--- src/rtl/esp_pkg.sv ---
package esp_pkg;
  typedef enum logic [2:0] {
    ST_IDLE,
    ST_HDR,
    ST_PAY,
    ST_PAD,
    ST_PLEN,
    ST_NXT,
    ST_ICV
  } esp_state_e;

  localparam int HDR_BYTES = 8;
  localparam int BYTE_W    = 8;
endpackage

--- src/rtl/esp_seq_ctr.sv ---
module esp_seq_ctr #(
  parameter int          SEQ_W    = 64,
  parameter logic [63:0] SEQ_INIT = 64'd1
) (
  input  logic             clk,
  input  logic             rst,
  input  logic             take,
  output logic [SEQ_W-1:0] value,
  output logic             exhausted
);
  logic [SEQ_W-1:0] cnt_q;

  always_ff @(posedge clk) begin
    if (rst) begin
      cnt_q <= SEQ_INIT[SEQ_W-1:0];
    end else if (take && !exhausted) begin
      cnt_q <= cnt_q + SEQ_W'(1);
    end
  end

  assign value     = cnt_q;
  assign exhausted = &cnt_q;
endmodule

--- src/rtl/esp_pad_calc.sv ---
module esp_pad_calc #(
  parameter int ALIGN_LOG2 = 2
) (
  input  logic [ALIGN_LOG2-1:0] len_mod,
  output logic [7:0]            pad
);
  localparam logic [ALIGN_LOG2-1:0] TRAIL = ALIGN_LOG2'(2);
  logic [ALIGN_LOG2-1:0] fill;

  always_comb begin
    fill = '0 - len_mod - TRAIL;
    pad  = 8'(fill);
  end
endmodule

--- src/rtl/esp_out_stage.sv ---
module esp_out_stage #(
  parameter int SEQ_W = 64
) (
  input  logic             clk,
  input  logic             rst,
  input  logic             load,
  input  logic [7:0]       d_data,
  input  logic             d_sop,
  input  logic             d_eop,
  input  logic             d_icv,
  input  logic [SEQ_W-1:0] d_seq,
  input  logic             out_ready,
  output logic             adv,
  output logic             out_valid,
  output logic [7:0]       out_data,
  output logic             out_sop,
  output logic             out_eop,
  output logic             out_icv,
  output logic [SEQ_W-1:0] out_seq
);
  assign adv = !out_valid || out_ready;

  always_ff @(posedge clk) begin
    if (rst) begin
      out_valid <= 1'b0;
      out_data  <= '0;
      out_sop   <= 1'b0;
      out_eop   <= 1'b0;
      out_icv   <= 1'b0;
      out_seq   <= '0;
    end else if (load) begin
      out_valid <= 1'b1;
      out_data  <= d_data;
      out_sop   <= d_sop;
      out_eop   <= d_eop;
      out_icv   <= d_icv;
      out_seq   <= d_seq;
    end else if (out_ready) begin
      out_valid <= 1'b0;
    end
  end
endmodule

--- src/rtl/esp_framer.sv ---
module esp_framer
  import esp_pkg::*;
#(
  parameter int          SEQ_W      = 64,
  parameter logic [63:0] SEQ_INIT   = 64'd1,
  parameter int          ALIGN_LOG2 = 2,
  parameter int          ICV_BYTES  = 16
) (
  input  logic             clk,
  input  logic             rst,
  input  logic [31:0]      cfg_spi,
  input  logic [7:0]       cfg_next_hdr,
  input  logic             in_valid,
  output logic             in_ready,
  input  logic [7:0]       in_data,
  input  logic             in_sop,
  input  logic             in_eop,
  output logic             out_valid,
  input  logic             out_ready,
  output logic [7:0]       out_data,
  output logic             out_sop,
  output logic             out_eop,
  output logic             out_icv,
  output logic [SEQ_W-1:0] out_seq,
  output logic             sa_exhausted
);
  localparam int IDX_W = 8;
  localparam logic [IDX_W-1:0] HDR_LAST = IDX_W'(HDR_BYTES - 1);
  localparam logic [IDX_W-1:0] ICV_LAST = IDX_W'(ICV_BYTES - 1);

  esp_state_e            state_q;
  logic [IDX_W-1:0]      idx_q;
  logic [7:0]            pad_q;
  logic [ALIGN_LOG2-1:0] len_q;
  logic [31:0]           spi_q;
  logic [7:0]            nh_q;
  logic [SEQ_W-1:0]      seq_q;

  logic             adv, load, start;
  logic [7:0]       d_data;
  logic             d_sop, d_eop, d_icv;
  logic [SEQ_W-1:0] ctr_val;
  logic             ctr_exh;
  logic [ALIGN_LOG2-1:0] len_next;
  logic [7:0]       pad_w;
  logic [63:0]      hdr_w;

  esp_seq_ctr #(.SEQ_W(SEQ_W), .SEQ_INIT(SEQ_INIT)) u_ctr (
    .clk(clk), .rst(rst), .take(start), .value(ctr_val), .exhausted(ctr_exh)
  );

  assign len_next = len_q + ALIGN_LOG2'(1);

  esp_pad_calc #(.ALIGN_LOG2(ALIGN_LOG2)) u_pad (
    .len_mod(len_next), .pad(pad_w)
  );

  esp_out_stage #(.SEQ_W(SEQ_W)) u_out (
    .clk(clk), .rst(rst), .load(load),
    .d_data(d_data), .d_sop(d_sop), .d_eop(d_eop), .d_icv(d_icv), .d_seq(seq_q),
    .out_ready(out_ready), .adv(adv),
    .out_valid(out_valid), .out_data(out_data), .out_sop(out_sop),
    .out_eop(out_eop), .out_icv(out_icv), .out_seq(out_seq)
  );

  assign sa_exhausted = ctr_exh;
  assign hdr_w        = {spi_q, seq_q[31:0]};
  assign start        = (state_q == ST_IDLE) && in_valid && in_sop && !ctr_exh;

  always_comb begin
    case (state_q)
      ST_IDLE: in_ready = !in_sop;
      ST_PAY:  in_ready = adv;
      default: in_ready = 1'b0;
    endcase
  end

  always_comb begin
    load   = 1'b0;
    d_data = '0;
    d_sop  = 1'b0;
    d_eop  = 1'b0;
    d_icv  = 1'b0;
    case (state_q)
      ST_HDR: begin
        load   = adv;
        d_data = 8'(hdr_w >> {(3'd7 - idx_q[2:0]), 3'b000});
        d_sop  = (idx_q == '0);
      end
      ST_PAY: begin
        load   = adv && in_valid;
        d_data = in_data;
      end
      ST_PAD: begin
        load   = adv;
        d_data = idx_q;
      end
      ST_PLEN: begin
        load   = adv;
        d_data = pad_q;
      end
      ST_NXT: begin
        load   = adv;
        d_data = nh_q;
      end
      ST_ICV: begin
        load  = adv;
        d_icv = 1'b1;
        d_eop = (idx_q == ICV_LAST);
      end
      default: ;
    endcase
  end

  always_ff @(posedge clk) begin
    if (rst) begin
      state_q <= ST_IDLE;
      idx_q   <= '0;
      pad_q   <= '0;
      len_q   <= '0;
      spi_q   <= '0;
      nh_q    <= '0;
      seq_q   <= '0;
    end else begin
      case (state_q)
        ST_IDLE: if (start) begin
          seq_q   <= ctr_val;
          spi_q   <= cfg_spi;
          nh_q    <= cfg_next_hdr;
          idx_q   <= '0;
          len_q   <= '0;
          state_q <= ST_HDR;
        end
        ST_HDR: if (load) begin
          idx_q <= idx_q + IDX_W'(1);
          if (idx_q == HDR_LAST) state_q <= ST_PAY;
        end
        ST_PAY: if (load) begin
          len_q <= len_next;
          if (in_eop) begin
            pad_q   <= pad_w;
            idx_q   <= IDX_W'(1);
            state_q <= (pad_w == '0) ? ST_PLEN : ST_PAD;
          end
        end
        ST_PAD: if (load) begin
          if (idx_q == pad_q) state_q <= ST_PLEN;
          else                idx_q   <= idx_q + IDX_W'(1);
        end
        ST_PLEN: if (load) state_q <= ST_NXT;
        ST_NXT: if (load) begin
          idx_q   <= '0;
          state_q <= ST_ICV;
        end
        ST_ICV: if (load) begin
          idx_q <= idx_q + IDX_W'(1);
          if (idx_q == ICV_LAST) state_q <= ST_IDLE;
        end
        default: state_q <= ST_IDLE;
      endcase
    end
  end
endmodule

--- config.mk ---
export PLATFORM = sky130hd
export DESIGN_NAME = esp_framer
export DESIGN_NICKNAME = d
export VERILOG_FILES = /design/src/rtl/esp_pkg.sv /design/src/rtl/esp_seq_ctr.sv /design/src/rtl/esp_pad_calc.sv /design/src/rtl/esp_out_stage.sv /design/src/rtl/esp_framer.sv
export SDC_FILE = /design/constraint.sdc
export NUM_CORES = 1
export LEC_CHECK = 0
export CAP_MARGIN = 40
export CELL_PAD_IN_SITES_DETAIL_PLACEMENT = 1
export CELL_PAD_IN_SITES_GLOBAL_PLACEMENT = 2
export CORE_AREA = 4 4 189 191
export DETAILED_ROUTE_END_ITERATION = 8
export DIE_AREA = 0 0 193 195
export DONT_BUFFER_PORTS = 1
export PLACE_DENSITY_LB_ADDON = 0.1
export SLEW_MARGIN = 10
export SYNTH_ARGS = -nofsm -noshare
export SYNTH_HDL_FRONTEND = slang
export SYNTH_HIERARCHICAL = 1
export SYNTH_SLANG_ARGS = --single-unit
--- constraint.sdc ---
create_clock -name clk -period 3.3 [get_ports clk]
set_clock_uncertainty 0.05 [all_clocks]
set_input_delay 0.66 -clock clk [delete_from_list [all_inputs] [get_ports clk]]
set_output_delay 0.66 -clock clk [all_outputs]
set_load 0.01 [all_outputs]
# [After elaboration in Yosys (flattened, before gate mapping)]
# Index checks and enable logic that the tools add are counted.
[word_totals] output_inout_bits=78 wordCells=98 input_bits=54 reg_bits=259
[classes] addsub=6 mux=32 shifts=1 n_eq_ne=22 reduce_logical=23
[op_table] cell="8-bit one-hot mux with 5 select lines" n=2
[op_table] cell="64-bit by 1-bit adder with 64-bit output, second input constant" n=1
[op_table] cell="64-bit AND reduction" n=1
[op_table] cell="64-bit by 6-bit >> shifter with 8-bit output" n=1
[op_table] cell="8-bit 2-to-1 mux" n=7
[op_table] cell="3-bit 2-to-1 mux" n=12
[op_table] cell="2-bit inequality test, second input constant" n=11
[op_table] cell="3-bit one-hot mux with 7 select lines" n=1
[op_table] cell="8-bit logical NOT" n=2
[op_table] cell="11-bit AND reduction" n=1
[op_table] cell="3-bit == test, second input constant" n=3
[op_table] cell="8-bit by 1-bit adder with 8-bit output, second input constant" n=1
[op_table] cell="8-bit by 2-bit == test with 1-bit output" n=1
[op_table] cell="8-bit by 3-bit == test with 1-bit output, second input constant" n=1
[op_table] cell="8-bit by 4-bit == test with 1-bit output, second input constant" n=1
[op_table] cell="8-bit AND reduction" n=1
[op_table] cell="3-bit by 2-bit == test with 1-bit output, second input constant" n=2
[op_table] cell="3-bit AND reduction" n=2
[op_table] cell="1-bit logical AND" n=5
[op_table] cell="1-bit 2-to-1 mux" n=5
[op_table] cell="5-bit nonzero test" n=1
[op_table] cell="5-bit OR reduction" n=1
[op_table] cell="2-bit 2-to-1 mux" n=2
[op_table] cell="2-bit by 1-bit inequality test with 1-bit output, second input constant" n=2
[op_table] cell="13 further kinds" n=17

# [Longest topological paths before layout]
[logic_depth] ltp_word=8 ltp_mapped=18 mapped_depth_nobuf=14

# [Cells and area by module]
# Netlist, hierarchy kept.
[modules_own_cells] module="esp_framer" area_each_um2=5640.4 cells_per_inst=678 seq_area_each_um2=2502.4 instances=1
[modules_own_cells] module="esp_seq_ctr" area_each_um2=3359.5 cells_per_inst=418 seq_area_each_um2=1281.2 instances=1
[modules_own_cells] module="esp_out_stage" area_each_um2=2726.4 cells_per_inst=246 seq_area_each_um2=1521.5 instances=1
[modules_own_cells] module="esp_pad_calc" area_each_um2=65.1 cells_per_inst=9 seq_area_each_um2=0.0 instances=1

# [Least setup slack after synthesis]
# Ideal clock, no wire load.
[synth_path] path_kind="register to register" start="register u_ctr.cnt_q[0] (netlist: u_ctr/value[0])" end="register u_ctr.cnt_q[61] (netlist: u_ctr/value[61])" period_less_slack_ps=3673 path_buffers=4 slack_ps=-373 arrival_ps=3495 t_required_ps=3122 setup_time_ps=128 path_stages_with_launch=19 path_cell_list="dfxtp_1 ha_1 nand4_1 nor4_1 nand4_1 clkbuf_1 inv_2 nand3b_1 or3_1 buf_2 inv_2 buf_2 clkbuf_1 inv_1 or3_1 nor4_1 nand3_1 xor2_1 nor2_1"
[synth_between] elab_chain_cells=4 word_cells_on_any_way=5 cone_classes="add/sub (1); reduce/logical (4)"
[synth_rtl] element="start, declared" line_no="esp_seq_ctr.sv:11" text="logic [SEQ_W-1:0] cnt_q;"
[synth_rtl] element="start signal, assigned" line_no="esp_seq_ctr.sv:15" text="cnt_q <= SEQ_INIT[SEQ_W-1:0];"
[synth_rtl] element="start signal, assigned" line_no="esp_seq_ctr.sv:17" text="cnt_q <= cnt_q + SEQ_W'(1);"
[synth_rtl] element="64-bit AND reduction" line_no="esp_seq_ctr.sv:22" text="assign exhausted = &cnt_q;"
[synth_rtl] element="net sa_exhausted" line_no="esp_framer.sv:25" text="output logic sa_exhausted"
[synth_rtl] element="1-bit logical NOT" line_no="esp_framer.sv:68" text="assign start = (state_q == ST_IDLE) && in_valid && in_sop && !ctr_exh;"
[synth_rtl] element="1-bit logical AND" line_no="esp_framer.sv:68"
[synth_rtl] element="net start" line_no="esp_framer.sv:39" text="logic adv, load, start;"
[synth_rtl] element="1-bit logical AND" line_no="esp_seq_ctr.sv:16" text="end else if (take && !exhausted) begin"
# The timed path passes the listed nets, and every way through them passes these cells.
# A chain may end at the register's enable or synchronous reset.

# [Worst setup path in the final report]
[layout_path] start="register u_ctr.cnt_q[0] (netlist: u_ctr/value[0])" end="register u_ctr.cnt_q[63] (netlist: u_ctr/value[63])"
[layout_between] elab_chain_cells=4 word_cells_on_any_way=5 cone_classes="add/sub (1); reduce/logical (4)"
[layout_rtl] element="branches (longest 4 deep; another with 64-bit by 1-bit adder with 64-bit output)"
# Several ways; the timed one is not identified.

==> metrics.txt <==
Clock Sinks 265; CP bufs+invs 3; Max Cap Viol 0; CP max stage cell or4_1; register area 5305 um^2; DRT Wirelength 37880 um; Final Setup Violations 0; largest net degree at the start of global routing 267; total power 8.837 mW; Slew @ Worst Pin 0.6781 ns; WHS 0.1360 ns; Final min period 3.060 ns; Worst EP required 3.73 ns; CTS clk-pin slew, worst paths 0.06 ns; fmax 0.3268 GHz; Final Max Slew Viols 0; final net count 1422; commonest non-fill, non-tap cell in the layout dfxtp_1; I/O pins 132; Syn. warnings 6; Tcrit/Tclk final 92.72%; leakage power 4.737 nW; Setup CP Type reg2reg; Synth Flop Type dfxtp_1; PwrDens 650.9 nW/um^2; outcome complete, no violations; most frequent cells in the layout 265 x dfxtp_1, 243 x nand2_1, 148 x nor2_1; delay-heaviest family, CP simple AND/OR/NAND/NOR gates; WL per Instance 20.53 um; Core ar. 34120 um^2; I/O Buffers 0; syn avg cell area 8.728 um^2; synthesized area 11790 um^2; row count 68; Post-synth EDFFs 0; Worst-Skew Late Latency 0.58 ns; crit end category flop; endpoints failing hold 0; Inserted Clock Buffers 31; ANT cells 0; GRT Util Overall 19.37%; maximum VDD drop 0.5130 mV; CTS Root Cell clkbuf_16; share of cells above drive strength 1 11.80%; Multi-input gate area 5936 um^2; die area 37640 um^2; 1st-pass router iterations 5; P&R area growth vs syn 15.13%; routed vias/inst 5.288; Overflow after GRT 0; H-tree depth 1; Worst setup SP type flop; critical path, cell by cell ha_1, nand4_1, nor4_1, nand4_1, inv_2, nand3b_1, or3_4, inv_4, buf_4, nand4_1, or4_1, a21oi_1; die width 193 um; crit path DAT 3.49 ns; Starting Density 34.56%; Fillers 3965; post-route ant nets 0; Synth async-reset ratio 0%; Post-route DRC 0; vias in the first global route 9749; initial antenna violation count 0; Synth Instances 1351; CTS max path bufs 3; Die Height 195 um; RSZ-0062 raised after global routing true; DPL Wire Length 25610 um; crit-path max FO 14; gpl congestion 0.8005; Fin Setup TNS 0 ns; Yosys cell types 65; register area share after synthesis 44.99%; CTS tree done; Hold/Removal Path Class in2reg; synthesized flop and latch total 265; vias 9756; biggest cell delay along the critical path 0.58 ns; crit-path most repeated cell nand4_1; 1st-iter DRT viols 587; first-pass GRT wire length 58620 um; max_slew headroom 54.38%
through the flow:
step / util (%) / setup WS, ns / std cells / instance area [um^2]
6_report: 39.79 / 0.2402 / 1845 / 13580
2_1_floorplan: - / 0.008186 / 1356 / 11840
3_3_place_gp: 36.39 / 0.1776 / 1783 / 12420
4_1_cts: 39.60 / 0.1138 / 1841 / 13510
3_5_place_dp: 36.39 / 0.1469 / 1783 / 12420
5_1_grt: 39.79 / -0.05053 / 1845 / 13580
path summary, 6_finish.rpt:
path | from | end | slack, ns | depth (start not counted)
setup / recovery | u_ctr/value[0] | u_ctr/value[63] | 0.24 | 12
hold / removal | rst | nh_q[3] | 0.14 | 1
setup reg to reg | u_ctr/value[0] | u_ctr/value[63] | 0.24 | 12
hold reg to reg | seq_q[50] | seq_q[50] | 0.40 | 2
sequential cells by signal, summed over array words and instances, names as in the netlist, 2 cells and up:
| name | flops |
|---|---|
| nh_q | 8 |
| idx_q | 8 |
| state_q | 3 |
| len_q | 2 |
| u_out/out_data | 8 |
| u_ctr/value | 64 |
| pad_q | 8 |
| u_out/out_seq | 64 |
| seq_q | 64 |
| spi_q | 32 |
layout make-up:
cell class              count  area share (%)
clock buffers              44           6.737
multi-input cells         980           43.72
repair buffers             71           4.479
inverters                  16          0.4608
well taps                 455           4.194
flip-flops and latches    265           39.08
clock inverters            14           1.327
what timing repair did:
| item | in CTS | in global routing |
|---|---|---|
| endpoints found under the setup margin | 0 | 8 |
| resized for setup | 0 | 2 |
| hold buffers | 0 | 0 |
| buffers inserted | 0 | 3 |
power by group:
part	leakage [nW]	internal, mW	switching, mW
clock network	0.545	2.23	1.42
logic	2.05	0.697	1.10
registers	2.14	3.31	0.0797
routing by layer:
layer	vias to the layer above	global-route usage, %	wire length, um	part of all wire [%]
li1	4746	-	-	-
met1	4819	28.03	18310	48
met2	150	30.42	17260	46
met3	41	3.861	1691	4.5
met4	0	3.331	618	1.6
met5	-	0	0	0
Yosys cell counts, types with 3 or more instances:
library cell	n	area share, %
ha_1	3	0.32
buf_6	5	0.48
buf_4	12	0.76
or4_1	6	0.38
o21ai_0	15	0.64
clkbuf_1	48	1.5
nand2b_1	5	0.27
o221ai_1	3	0.22
and4_1	9	0.67
nor2_1	148	4.7
or2_2	3	0.16
o22ai_1	6	0.32
nand3_1	37	1.6
buf_2	20	0.85
nor3_1	16	0.68
or3_1	16	0.85
dfxtp_1	265	45
buf_12	4	0.68
xnor2_1	20	1.5
nand2_1	243	7.7
nand4_1	48	2.5
mux4_2	16	3.1
a32o_1	6	0.51
a221oi_1	12	0.89
o31ai_1	7	0.45
mux2i_1	93	7.9
o31a_1	3	0.22
nor4_2	4	0.42
a21oi_1	129	5.5
nor4_1	15	0.80
xor2_1	35	2.6
inv_1	13	0.41
o211ai_1	7	0.45
buf_1	5	0.16
and2_1	6	0.32
and3_1	21	1.1
o21ai_1	5	0.21
nor2b_1	3	0.16
nor3b_1	7	0.45
logic make-up (layout without fill, tap and decap cells):
group / count (synthesis) / count (layout) / share of synthesized area, %
compound gates: 207 / 207 / 10.46
xor+xnor: 55 / 55 / 4.085
fa+ha+maj: 3 / 3 / 0.3184
buf+inv: 111 / 145 / 5.093
flops: 265 / 265 / 44.99
mux: 110 / 110 / 11.05
other cells: 1 / 6 / 0.03180
simple gates: 599 / 599 / 23.97
No activity file was read; power rests on OpenSTA's default activity.
